$ cat src/rtl/tdmrx_pkg.sv
package tdmrx_pkg;

  typedef enum logic [1:0] {
    PEND_NONE  = 2'd0,
    PEND_FIRST = 2'd1,
    PEND_SKIP  = 2'd2
  } pend_e;

  // Position inside the output word of the k-th transmitted word bit.
  function automatic int word_slot_index(int k, int res, logic msb_first);
    return msb_first ? (res - 1 - k) : k;
  endfunction

  // Number of data samples in one frame.
  function automatic int frame_bit_total(int chans, int slot_bits);
    return chans * slot_bits;
  endfunction

endpackage

$ cat src/rtl/tdmrx_front.sv
module tdmrx_front #(
  parameter int SYNC_STAGES = 2
) (
  input  logic clk,
  input  logic rst_n,
  input  logic sclk_pin,
  input  logic fs_pin,
  input  logic sd_pin,
  input  logic cfg_fs_fall,
  input  logic cfg_sd_fall,
  output logic fs_tick,
  output logic sd_tick,
  output logic fs_lvl,
  output logic sd_lvl
);
  logic [SYNC_STAGES-1:0] sclk_sr, fs_sr, sd_sr;
  logic sclk_prev_q;
  logic sclk_rise, sclk_fall;

  always_ff @(posedge clk or negedge rst_n) begin
    if (!rst_n) begin
      sclk_sr     <= '0;
      fs_sr       <= '0;
      sd_sr       <= '0;
      sclk_prev_q <= 1'b0;
    end else begin
      sclk_sr     <= {sclk_sr[SYNC_STAGES-2:0], sclk_pin};
      fs_sr       <= {fs_sr[SYNC_STAGES-2:0], fs_pin};
      sd_sr       <= {sd_sr[SYNC_STAGES-2:0], sd_pin};
      sclk_prev_q <= sclk_sr[SYNC_STAGES-1];
    end
  end

  assign sclk_rise = sclk_sr[SYNC_STAGES-1] & ~sclk_prev_q;
  assign sclk_fall = ~sclk_sr[SYNC_STAGES-1] & sclk_prev_q;
  assign fs_tick   = cfg_fs_fall ? sclk_fall : sclk_rise;
  assign sd_tick   = cfg_sd_fall ? sclk_fall : sclk_rise;
  assign fs_lvl    = fs_sr[SYNC_STAGES-1];
  assign sd_lvl    = sd_sr[SYNC_STAGES-1];


  sd_tick_gap_chk: assert property (@(posedge clk) disable iff (!rst_n)
    sd_tick |=> !sd_tick);

endmodule

$ cat src/rtl/tdmrx_framer.sv
module tdmrx_framer #(
  parameter int CH_W  = 9,
  parameter int SB_W  = 6,
  parameter int LEN_W = 14
) (
  input  logic            clk,
  input  logic            rst_n,
  input  logic            fs_tick,
  input  logic            fs_lvl,
  input  logic            sd_tick,
  input  logic            cfg_fs_inv,
  input  logic            cfg_fs_early,
  input  logic [CH_W-1:0] cfg_chans,
  input  logic [SB_W-1:0] cfg_slot_bits,
  output logic            bit_stb,
  output logic            word_first,
  output logic            frame_end,
  output logic [CH_W-1:0] cur_slot,
  output logic [SB_W-1:0] cur_bit,
  output logic            sync_err
);
  import tdmrx_pkg::*;

  pend_e            pend_q, eff_pend;
  logic             fs_last_q, locked_q, err_q;
  logic [SB_W-1:0]  nb_q;
  logic [CH_W-1:0]  ns_q;
  logic [LEN_W-1:0] len_q, total_bits;
  logic             fs_act, fs_start_seen, frame_start, bit_adv;
  logic             last_in_slot, last_slot, len_mismatch;

  assign total_bits    = LEN_W'(frame_bit_total(int'(cfg_chans), int'(cfg_slot_bits)));
  assign fs_act        = fs_lvl ^ cfg_fs_inv;
  assign fs_start_seen = fs_tick & fs_act & ~fs_last_q;
  assign eff_pend      = fs_start_seen ? (cfg_fs_early ? PEND_SKIP : PEND_FIRST) : pend_q;
  assign frame_start   = sd_tick && (eff_pend == PEND_FIRST);
  assign bit_adv       = sd_tick && locked_q && !frame_start;
  assign bit_stb       = frame_start | bit_adv;
  assign cur_bit       = frame_start ? '0 : nb_q;
  assign cur_slot      = frame_start ? '0 : ns_q;
  assign last_in_slot  = (cur_bit == cfg_slot_bits - SB_W'(1));
  assign last_slot     = (cur_slot == cfg_chans - CH_W'(1));
  assign frame_end     = bit_stb & last_in_slot & last_slot;
  assign word_first    = bit_stb & (cur_bit == '0) & (cur_slot == '0);
  assign len_mismatch  = frame_start & locked_q & (len_q != total_bits);
  assign sync_err      = err_q;

  always_ff @(posedge clk or negedge rst_n) begin
    if (!rst_n) begin
      pend_q    <= PEND_NONE;
      fs_last_q <= 1'b1;
      locked_q  <= 1'b0;
      err_q     <= 1'b0;
      nb_q      <= '0;
      ns_q      <= '0;
      len_q     <= '0;
    end else begin
      if (fs_tick) fs_last_q <= fs_act;
      if (sd_tick) pend_q <= (eff_pend == PEND_SKIP) ? PEND_FIRST : PEND_NONE;
      else         pend_q <= eff_pend;
      if (bit_stb) begin
        nb_q <= last_in_slot ? '0 : cur_bit + SB_W'(1);
        ns_q <= last_in_slot ? (last_slot ? '0 : cur_slot + CH_W'(1)) : cur_slot;
      end
      if (frame_start)                 len_q <= LEN_W'(1);
      else if (bit_adv && ~&len_q)     len_q <= len_q + LEN_W'(1);
      locked_q <= locked_q | frame_start;
      err_q    <= len_mismatch;
    end
  end


  err_when_locked_chk: assert property (@(posedge clk) disable iff (!rst_n)
    sync_err |-> locked_q);


  realign_len_chk: assert property (@(posedge clk) disable iff (!rst_n)
    frame_start |=> (len_q == LEN_W'(1)));


  bit_range_chk: assert property (@(posedge clk) disable iff (!rst_n)
    locked_q |-> (nb_q < cfg_slot_bits));

endmodule

$ cat src/rtl/tdmrx_capture.sv
module tdmrx_capture #(
  parameter int WORD_W = 32,
  parameter int CH_W   = 9,
  parameter int SB_W   = 6
) (
  input  logic              clk,
  input  logic              rst_n,
  input  logic              bit_stb,
  input  logic              word_first,
  input  logic              frame_end,
  input  logic [CH_W-1:0]   cur_slot,
  input  logic [SB_W-1:0]   cur_bit,
  input  logic              sd_lvl,
  input  logic [SB_W-1:0]   cfg_pad,
  input  logic [SB_W-1:0]   cfg_res,
  input  logic              cfg_msb,
  input  logic [CH_W-1:0]   cfg_slot_a,
  input  logic [CH_W-1:0]   cfg_slot_b,
  output logic [WORD_W-1:0] samp_a,
  output logic [WORD_W-1:0] samp_b,
  output logic              samp_valid
);
  import tdmrx_pkg::*;
  localparam int IDX_W = $clog2(WORD_W);
  localparam int LANES = 2;

  logic                        in_word;
  logic [SB_W-1:0]             k_pos;
  logic [IDX_W-1:0]            idx;
  logic [LANES-1:0][WORD_W-1:0] lane_out;
  logic                        valid_q;

  assign in_word = ({1'b0, cur_bit} >= {1'b0, cfg_pad}) &&
                   ({1'b0, cur_bit} < ({1'b0, cfg_pad} + {1'b0, cfg_res}));
  assign k_pos   = cur_bit - cfg_pad;
  assign idx     = IDX_W'(word_slot_index(int'(k_pos), int'(cfg_res), cfg_msb));

  for (genvar g = 0; g < LANES; g++) begin : g_lane
    logic [CH_W-1:0]   sel_slot;
    logic [WORD_W-1:0] acc_q, acc_nx, out_q;

    assign sel_slot = (g == 0) ? cfg_slot_a : cfg_slot_b;

    always_comb begin
      acc_nx = word_first ? '0 : acc_q;
      if (bit_stb && in_word && (cur_slot == sel_slot)) acc_nx[idx] = sd_lvl;
    end

    always_ff @(posedge clk or negedge rst_n) begin
      if (!rst_n) begin
        acc_q <= '0;
        out_q <= '0;
      end else begin
        if (bit_stb)   acc_q <= acc_nx;
        if (frame_end) out_q <= acc_nx;
      end
    end

    assign lane_out[g] = out_q;
  end

  always_ff @(posedge clk or negedge rst_n) begin
    if (!rst_n) valid_q <= 1'b0;
    else        valid_q <= frame_end;
  end

  assign samp_a     = lane_out[0];
  assign samp_b     = lane_out[1];
  assign samp_valid = valid_q;


  valid_pulse_chk: assert property (@(posedge clk) disable iff (!rst_n)
    samp_valid |=> !samp_valid);


  hold_between_chk: assert property (@(posedge clk) disable iff (!rst_n)
    !samp_valid |-> ($stable(samp_a) && $stable(samp_b)));

endmodule

$ cat src/rtl/tdm_frame_rx.sv
module tdm_frame_rx #(
  parameter int MAX_CHANS     = 256,
  parameter int MAX_SLOT_BITS = 32,
  parameter int SYNC_STAGES   = 2,
  localparam int CH_W   = $clog2(MAX_CHANS + 1),
  localparam int SB_W   = $clog2(MAX_SLOT_BITS + 1),
  localparam int WORD_W = MAX_SLOT_BITS,
  localparam int LEN_W  = $clog2(MAX_CHANS * MAX_SLOT_BITS + 2)
) (
  input  logic              clk,
  input  logic              rst_n,
  input  logic              sclk_in,
  input  logic              fsync_in,
  input  logic              sdata_in,
  input  logic              cfg_fs_fall,
  input  logic              cfg_sd_fall,
  input  logic              cfg_fs_inv,
  input  logic              cfg_fs_early,
  input  logic              cfg_msb_first,
  input  logic [CH_W-1:0]   cfg_chans,
  input  logic [SB_W-1:0]   cfg_slot_bits,
  input  logic [SB_W-1:0]   cfg_res,
  input  logic [SB_W-1:0]   cfg_pad,
  input  logic [CH_W-1:0]   cfg_slot_a,
  input  logic [CH_W-1:0]   cfg_slot_b,
  output logic [WORD_W-1:0] samp_a,
  output logic [WORD_W-1:0] samp_b,
  output logic              samp_valid,
  output logic              sync_err
);
  logic            fs_tick, sd_tick, fs_lvl, sd_lvl;
  logic            bit_stb, word_first, frame_end;
  logic [CH_W-1:0] cur_slot;
  logic [SB_W-1:0] cur_bit;

  tdmrx_front #(.SYNC_STAGES(SYNC_STAGES)) u_front (
    .clk(clk), .rst_n(rst_n),
    .sclk_pin(sclk_in), .fs_pin(fsync_in), .sd_pin(sdata_in),
    .cfg_fs_fall(cfg_fs_fall), .cfg_sd_fall(cfg_sd_fall),
    .fs_tick(fs_tick), .sd_tick(sd_tick), .fs_lvl(fs_lvl), .sd_lvl(sd_lvl)
  );

  tdmrx_framer #(.CH_W(CH_W), .SB_W(SB_W), .LEN_W(LEN_W)) u_framer (
    .clk(clk), .rst_n(rst_n),
    .fs_tick(fs_tick), .fs_lvl(fs_lvl), .sd_tick(sd_tick),
    .cfg_fs_inv(cfg_fs_inv), .cfg_fs_early(cfg_fs_early),
    .cfg_chans(cfg_chans), .cfg_slot_bits(cfg_slot_bits),
    .bit_stb(bit_stb), .word_first(word_first), .frame_end(frame_end),
    .cur_slot(cur_slot), .cur_bit(cur_bit), .sync_err(sync_err)
  );

  tdmrx_capture #(.WORD_W(WORD_W), .CH_W(CH_W), .SB_W(SB_W)) u_capture (
    .clk(clk), .rst_n(rst_n),
    .bit_stb(bit_stb), .word_first(word_first), .frame_end(frame_end),
    .cur_slot(cur_slot), .cur_bit(cur_bit), .sd_lvl(sd_lvl),
    .cfg_pad(cfg_pad), .cfg_res(cfg_res), .cfg_msb(cfg_msb_first),
    .cfg_slot_a(cfg_slot_a), .cfg_slot_b(cfg_slot_b),
    .samp_a(samp_a), .samp_b(samp_b), .samp_valid(samp_valid)
  );

endmodule

$ cat config.mk
export PLATFORM = sky130hd
export DESIGN_NAME = tdm_frame_rx
export DESIGN_NICKNAME = d
export VERILOG_FILES = /design/src/rtl/tdmrx_pkg.sv /design/src/rtl/tdmrx_front.sv /design/src/rtl/tdmrx_framer.sv /design/src/rtl/tdmrx_capture.sv /design/src/rtl/tdm_frame_rx.sv
export SDC_FILE = /design/constraint.sdc
export NUM_CORES = 1
export LEC_CHECK = 0
export ABC_AREA = 0
export CAP_MARGIN = 25
export CORE_AREA = 4 4 150 152
export DETAILED_ROUTE_END_ITERATION = 10
export DIE_AREA = 0 0 154 156
export DONT_BUFFER_PORTS = 1
export GPL_TIMING_DRIVEN = 0
export PLACE_DENSITY_LB_ADDON = 0.15
export SYNTH_ARGS = -nofsm -noshare
export SYNTH_HDL_FRONTEND = slang
export SYNTH_SLANG_ARGS = --single-unit
$ cat constraint.sdc
create_clock -name clk -period 8.7 [get_ports clk]
set_input_delay 0 -clock clk [delete_from_list [all_inputs] [get_ports clk]]
set_output_delay 0 -clock clk [all_outputs]
set_load 0.1 [all_outputs]
# --- Word level (Yosys, flattened, before mapping) ---
# Index checks and enable logic that the tools add are counted.
totals:
  in_bits: 55
  output_inout_bits: 66
  register_bits: 170
  elab_cells: 90
classes:
  n_reduce_logical: 15
  n_lt_le_gt_ge: 4
  mux: 22
  mul: 1
  add_sub_neg: 9
  n_bitwise: 16
  n_eq_ne: 7
ops:
  columns: ["cell", "n"]
  rows:
  - ["$mux W32", 4]
  - ["$bwmux W32", 2]
  - ["$mux W14", 2]
  - ["$eq A9 B9 Y1", 3]
  - ["$mux W9", 3]
  - ["$add A14 B1 Y14 const B", 1]
  - ["$mul A9 B6 Y14", 1]
  - ["$ne A14 B14 Y1", 1]
  - ["$reduce_and A14 Y1", 1]
  - ["$mux W6", 2]
  - ["$and A1 B1 Y1", 10]
  - ["$sub A5 B5 Y5", 2]
  - ["$add A9 B1 Y9 const B", 1]
  - ["$logic_and A1 B1 Y1", 9]
  - ["$logic_not A9 Y1", 1]
  - ["$sub A9 B1 Y9 const B", 1]
  - ["$add A6 B6 Y7", 1]
  - ["$lt A6 B7 Y1", 1]
  - ["$add A6 B1 Y6 const B", 1]
  - ["$eq A6 B6 Y1", 1]
  - ["$ge A6 B6 Y1", 1]
  - ["$logic_not A6 Y1", 1]
  - ["$lt A5 B6 Y1 const B", 1]
  - ["$mux W2", 3]
  - ["other kinds (13)", 20]

# --- Logic depth before layout (Yosys ltp) ---
depth:
  ltp_word: 18
  mapped_depth: 20
  ltp_nobuf: 17

# --- By module ---
# From an unflattened synthesis, not the netlist that was laid out.
unflattened:
  cells_unflattened: 1276
  area_unflattened_um2: 11597.4
modules_own_cells:
  columns: ["module", "cells_each", "seq_area_each_um2", "area_per_inst_um2", "instances"]
  rows:
  - ["tdmrx_capture", 729, 3228.1, 6965.4, 1]
  - ["tdmrx_framer", 535, 852.1, 4425.5, 1]
  - ["tdmrx_front", 12, 175.2, 206.4, 1]

# --- Least setup slack after synthesis ---
# OpenSTA, ideal clock, no wires.
synth_timing:
  path_kind: "register to register"
  start: "register u_front.sclk_sr[1]"
  end: "register u_capture.g_lane[1].out_q[29], in the netlist u_capture.samp_b[29]"
  path_slack_ns: 3.330
  synth_period_minus_slack_ns: 5.370
  path_buffers: 3
  arrival_ns: 5.245
  t_required_ns: 8.575
  stages_incl_launch_ff: 20
  setup_time_ns: 0.125
  path_cell_list: "dfrtp_1 -> or3b_4 -> a211oi_4 -> a2bb2oi_1 -> buf_2 -> clkbuf_1 -> and2_1 -> inv_1 -> fa_1 -> xor2_1 -> ha_1 -> a21oi_1 -> a211oi_1 -> a221oi_1 -> mux2i_1 -> mux2i_1 -> clkbuf_1 -> and2_1 -> o21ai_0 -> mux2_2"
synth_between:
  elab_chain_len: 18
  word_cells_on_any_way: 41
  classes_between: "add/sub: 2; order compare: 4; eq/ne: 4; mux: 11; bitwise: 10; reduce/logical: 10"
synth_lines:
  columns: ["item", "line", "rtl"]
  rows:
  - ["start, declared", "tdmrx_front.sv:16", "logic [SYNC_STAGES-1:0] sclk_sr, fs_sr, sd_sr;"]
  - ["start signal, assigned", "tdmrx_front.sv:27", "sclk_sr <= {sclk_sr[SYNC_STAGES-2:0], sclk_pin};"]
  - ["$not A1 Y1", "tdmrx_front.sv:35", "assign sclk_fall = ~sclk_sr[SYNC_STAGES-1] & sclk_prev_q;"]
  - ["$and A1 B1 Y1", "tdmrx_front.sv:35", null]
  - ["$mux W1", "tdmrx_front.sv:36", "assign fs_tick = cfg_fs_fall ? sclk_fall : sclk_rise;"]
  - ["$and A1 B1 Y1 (2 in series)", "tdmrx_framer.sv:34", "assign fs_start_seen = fs_tick & fs_act & ~fs_last_q;"]
  - ["$mux W2", "tdmrx_framer.sv:35", "assign eff_pend = fs_start_seen ? (cfg_fs_early ? PEND_SKIP : PEND_FIRST) : pend_q;"]
  - ["$eq A2 B1 Y1", "tdmrx_framer.sv:36", "assign frame_start = sd_tick && (eff_pend == PEND_FIRST);"]
  - ["$logic_and A1 B1 Y1", "tdmrx_framer.sv:36", null]
  - ["$mux W6", "tdmrx_framer.sv:39", "assign cur_bit = frame_start ? '0 : nb_q;"]
  - ["$sub A5 B5 Y5", "tdmrx_capture.sv:35", "assign k_pos = cur_bit - cfg_pad;"]
  - ["$sub A5 B5 Y5", "tdmrx_pkg.sv:11", "return msb_first ? (res - 1 - k) : k;"]
  - ["$mux W5", "tdmrx_pkg.sv:11", null]
  - ["$lt A5 B6 Y1 (implied by the code) or $ge A5 B1 Y1 (tied branches)", "tdmrx_capture.sv:46", "if (bit_stb && in_word && (cur_slot == sel_slot)) acc_nx[idx] = sd_lvl;"]
  - ["$logic_and A1 B1 Y1 (implied by the code)", "tdmrx_capture.sv:46", null]
  - ["$mux W1 (implied by the code)", "tdmrx_capture.sv:46", null]
  - ["$demux W1 S5", null, null]
  - ["$bwmux W32", "tdmrx_capture.sv:46", null]
  - ["$mux W32", "tdmrx_capture.sv:46", null]
  - ["end signal, assigned", "tdmrx_capture.sv:55", "if (frame_end) out_q <= acc_nx;"]
  - ["end, declared", "tdmrx_capture.sv:40", "logic [WORD_W-1:0] acc_q, acc_nx, out_q;"]
# Parallel ways exist; a longest one is shown, timed or not.
# A chain may end at the register's enable or synchronous reset.

# --- Worst setup path in the final report ---
layout_timing:
  start: "register u_front.sclk_sr[1]"
  end: "register u_capture.g_lane[1].out_q[23], in the netlist u_capture.samp_b[23]"
# The elaborated chain is that of the path after synthesis.

==> metrics.md <==
| Metric | Value |
|---|---|
| Status | `complete, no violations` |
| Worst skew pair latency | `approximately 440 ps` |
| Clock-pin slew on the worst setup and hold paths | `70 ps` |
| Post-synthesis sequential area ratio | `37.1%` |
| Fin Hold WS | `126 ps` |
| Gpl congestion | `0.888` |
| Synthesized area | `0.0115 mm2` |
| RSZ-0062 raised after global routing | `no` |
| Initial antenna violation count | `0` |
| Leading cell types in the layout, fill and taps excluded | `dfrtp_1 (169), nand2_1 (144), nand3_1 (87)` |
| Peak VDD IR | `about 130 uV` |
| Placeable Area | `0.0210 mm2` |
| ANT cells | `0` |
| Post-route ant nets | `0` |
| Total clock sinks | `170` |
| Worst EP required | `roughly 9000 ps` |
| Row count | `53` |
| Hold violation total from the final report | `0` |
| Leak Pwr | `5.63 nW` |
| Max incr delay on CP | `~730 ps` |
| Port bufs | `0` |
| Syn nets | `1342` |
| Routed vias | `8848` |
| Slew HR | `between 30% and 40%` |
| Drt drc | `0` |
| Final #Nets | `1371` |
| Post-route clock period utilization | `79.0%` |
| Post-DR vias/cell | `5.81` |
| Initial Utilization | `54.5%` |
| Largest net degree at the start of global routing | `~170` |
| EDFF count, synth | `0` |
| Crit path time final | `6870 ps` |
| Primary FF master, synth | `dfrtp_1` |
| CP max stage cell | `mux2i_1` |
| Root buffer cell | `clkbuf_16` |
| Yosys cell types | `between 80 and 90` |
| Layout area overhead | `9.14%` |
| Die H | `around 160 um` |
| H-Tree Depth | `4` |
| # Max-Cap Violations | `0` |
| Layout cells sized above 1 | `12.6%` |
| CP startpoint kind | `register` |
| Worst-Margin Slew | `1020 ps` |
| Buf+Inv Stages, Crit Path | `4` |
| HPWL after DPL | `between 20000 and 25000 um` |
| Crit-path max FO | `10` |
| Clk_skew | `19.8 ps` |
| Number of setup buffers added after CTS | `0` |
| # IOs | `121` |
| Post-synth ARST share | `100%` |
| Flops & latches, synth | `170` |
| WL per Instance | `approximately 18 um` |
| Pins Over Slew Limit | `0` |
| Setup TNS | `0 ps` |
| Mean Syn Cell Area | `9.49 um2` |
| Worst-path cell chain | `or3b_4 -> a211oi_4 -> a2bb2oi_1 -> buf_2 -> clkbuf_1 -> and2_1 -> inv_1 -> fa_1 -> xor2_1 -> ha_1 -> a21oi_1 -> a211oi_1 -> a221oi_1 -> mux2i_1 -> mux2i_1 -> clkbuf_1 -> and2_1 -> o21ai_1 -> mux2_2` |
| Max Fclk | `0.146 GHz` |
| Post-Route Utilization | `59.5%` |
| First-pass GRT wire length | `45100 um` |
| Yosys warning total | `0` |
| Post-Route WL | `27600 um` |
| GRT Util Overall | `around 23%` |
| Hold Path Class | `input port to register` |
| Synthesized instance count | `1207` |
| DR pass1 iterations | `5` |
| Critical Path AT | `between 7000 and 8000 ps` |
| Grt ovf | `0` |
| Cell type group with the largest total delay on the critical path | `multiplexers` |
| Final setup viols | `0` |
| Vias in the first global route | `~8800` |
| CTS tree | `done` |
| Die Wd | `154 um` |
| Setup Crit Path Kind | `register to register` |
| Pwr Total | `approximately 2.6 mW` |
| Crit. End Element | `register` |
| PD cells | `206 mW/mm2` |
| CTS buffer count | `17` |
| CTS Buffer Depth | `2` |
| 1st-iter DRT viols | `571` |
| Most common cell after layout, fill and taps aside | `dfrtp_1` |
| Full die area | `0.0240 mm2` |
==> registers in the layout, summed over array words and instances, names as in the netlist, 2 cells and up <==
register	flops
u_capture.samp_a	32
u_capture.g_lane.acc_q	64
u_framer.nb_q	6
u_front.fs_sr	2
u_front.sclk_sr	2
u_framer.pend_q	2
u_front.sd_sr	2
u_framer.ns_q	9
u_capture.samp_b	32
u_framer.len_q	14
==> where the power goes <==
part | total, mW | internal, mW | switching, mW
registers | 0.866 | 0.821 | 0.0444
clock network | 0.761 | 0.409 | 0.351
logic | 0.943 | 0.354 | 0.590
total | 2.57 | 1.58 | 0.985
==> synth_stat cells (all sizes together) (4+ instances only) <==
cell	number	area share, %
mux2i	12	1.0
nor2	48	1.6
nor3	17	0.79
nand4	15	0.87
and2	80	4.4
fa	31	5.4
nand3	87	3.8
or2	6	0.33
ha	49	5.4
a22o	4	0.31
a21oi	29	1.3
a31oi	7	0.38
o21a	6	0.46
nand2b	9	0.49
a21o	8	0.52
o22ai	13	0.83
nand2	145	4.8
xor2	19	1.5
o21ai	95	4.4
or3	13	0.71
nor4	16	1.9
and3	8	0.44
buf	26	1.8
nor2b	7	0.38
o211a	4	0.35
inv	68	2.2
clkbuf	46	1.5
xnor2	41	3.1
dfrtp	169	37
nor3b	5	0.33
o221ai	6	0.46
mux2	66	6.7
==> logic make-up after synthesis <==
group           after synthesis  share of synthesized area (%)
xor+xnor                     63                           5.19
flops                       170                           37.1
buf+inv                     141                           5.55
simple gates                470                           21.9
compound gates              205                           11.7
fa+ha+maj                    80                           10.8
mux                          78                           7.77
==> repair_timing <==
item / 4_1_cts / 5_1_grt
endpoints found under the hold margin: 176 / 0
resized for setup: 0 / 0
hold buffers: 10 / 0
==> area by class of cell <==
type	count	area, um2
clock buffers	19	433
repair buffers	10	118
plain buffers	72	377
fillers	1793	8520
flip-flops and latches	170	4260
clock inverters	13	153
well taps	275	344
inverters	69	259
multi-input cells	896	6560
==> metal layers <==
layer	up-vias	track usage (%)	routed length (um)
met1	4319	30.3	12000
met4	0	8.37	665
met2	250	37.5	13100
met5	-	0	0
li1	4233	-	-
met3	46	5.13	1860
==> worst paths after layout <==
check	cells past startpoint	slack, ps	endpoint	from
setup / recovery	19	1830	u_capture.samp_b[23]	u_front.sclk_sr[1]
setup reg to reg	19	1830	u_capture.samp_b[23]	u_front.sclk_sr[1]
hold / removal	1	130	u_front.fs_sr[0]	fsync_in
max in group asynchronous	2	7850	u_framer.ns_q[5]	rst_n
hold reg to reg	0	350	u_front.sd_sr[1]	u_front.sd_sr[0]
min in group asynchronous	2	210	u_capture.samp_b[22]	rst_n
==> metrics by stage <==
stage / area, um2 / setup WS [ps] / instances
2_1_floorplan: 11500 / 3330 / 1207
3_3_place_gp: 11800 / 1940 / 1482
3_5_place_dp: 11800 / 1890 / 1482
4_1_cts: 12500 / 1850 / 1524
5_1_grt: 12500 / 1440 / 1524
6_report: 12500 / 1830 / 1524
Note: power is estimated with default switching activity, not from simulation.
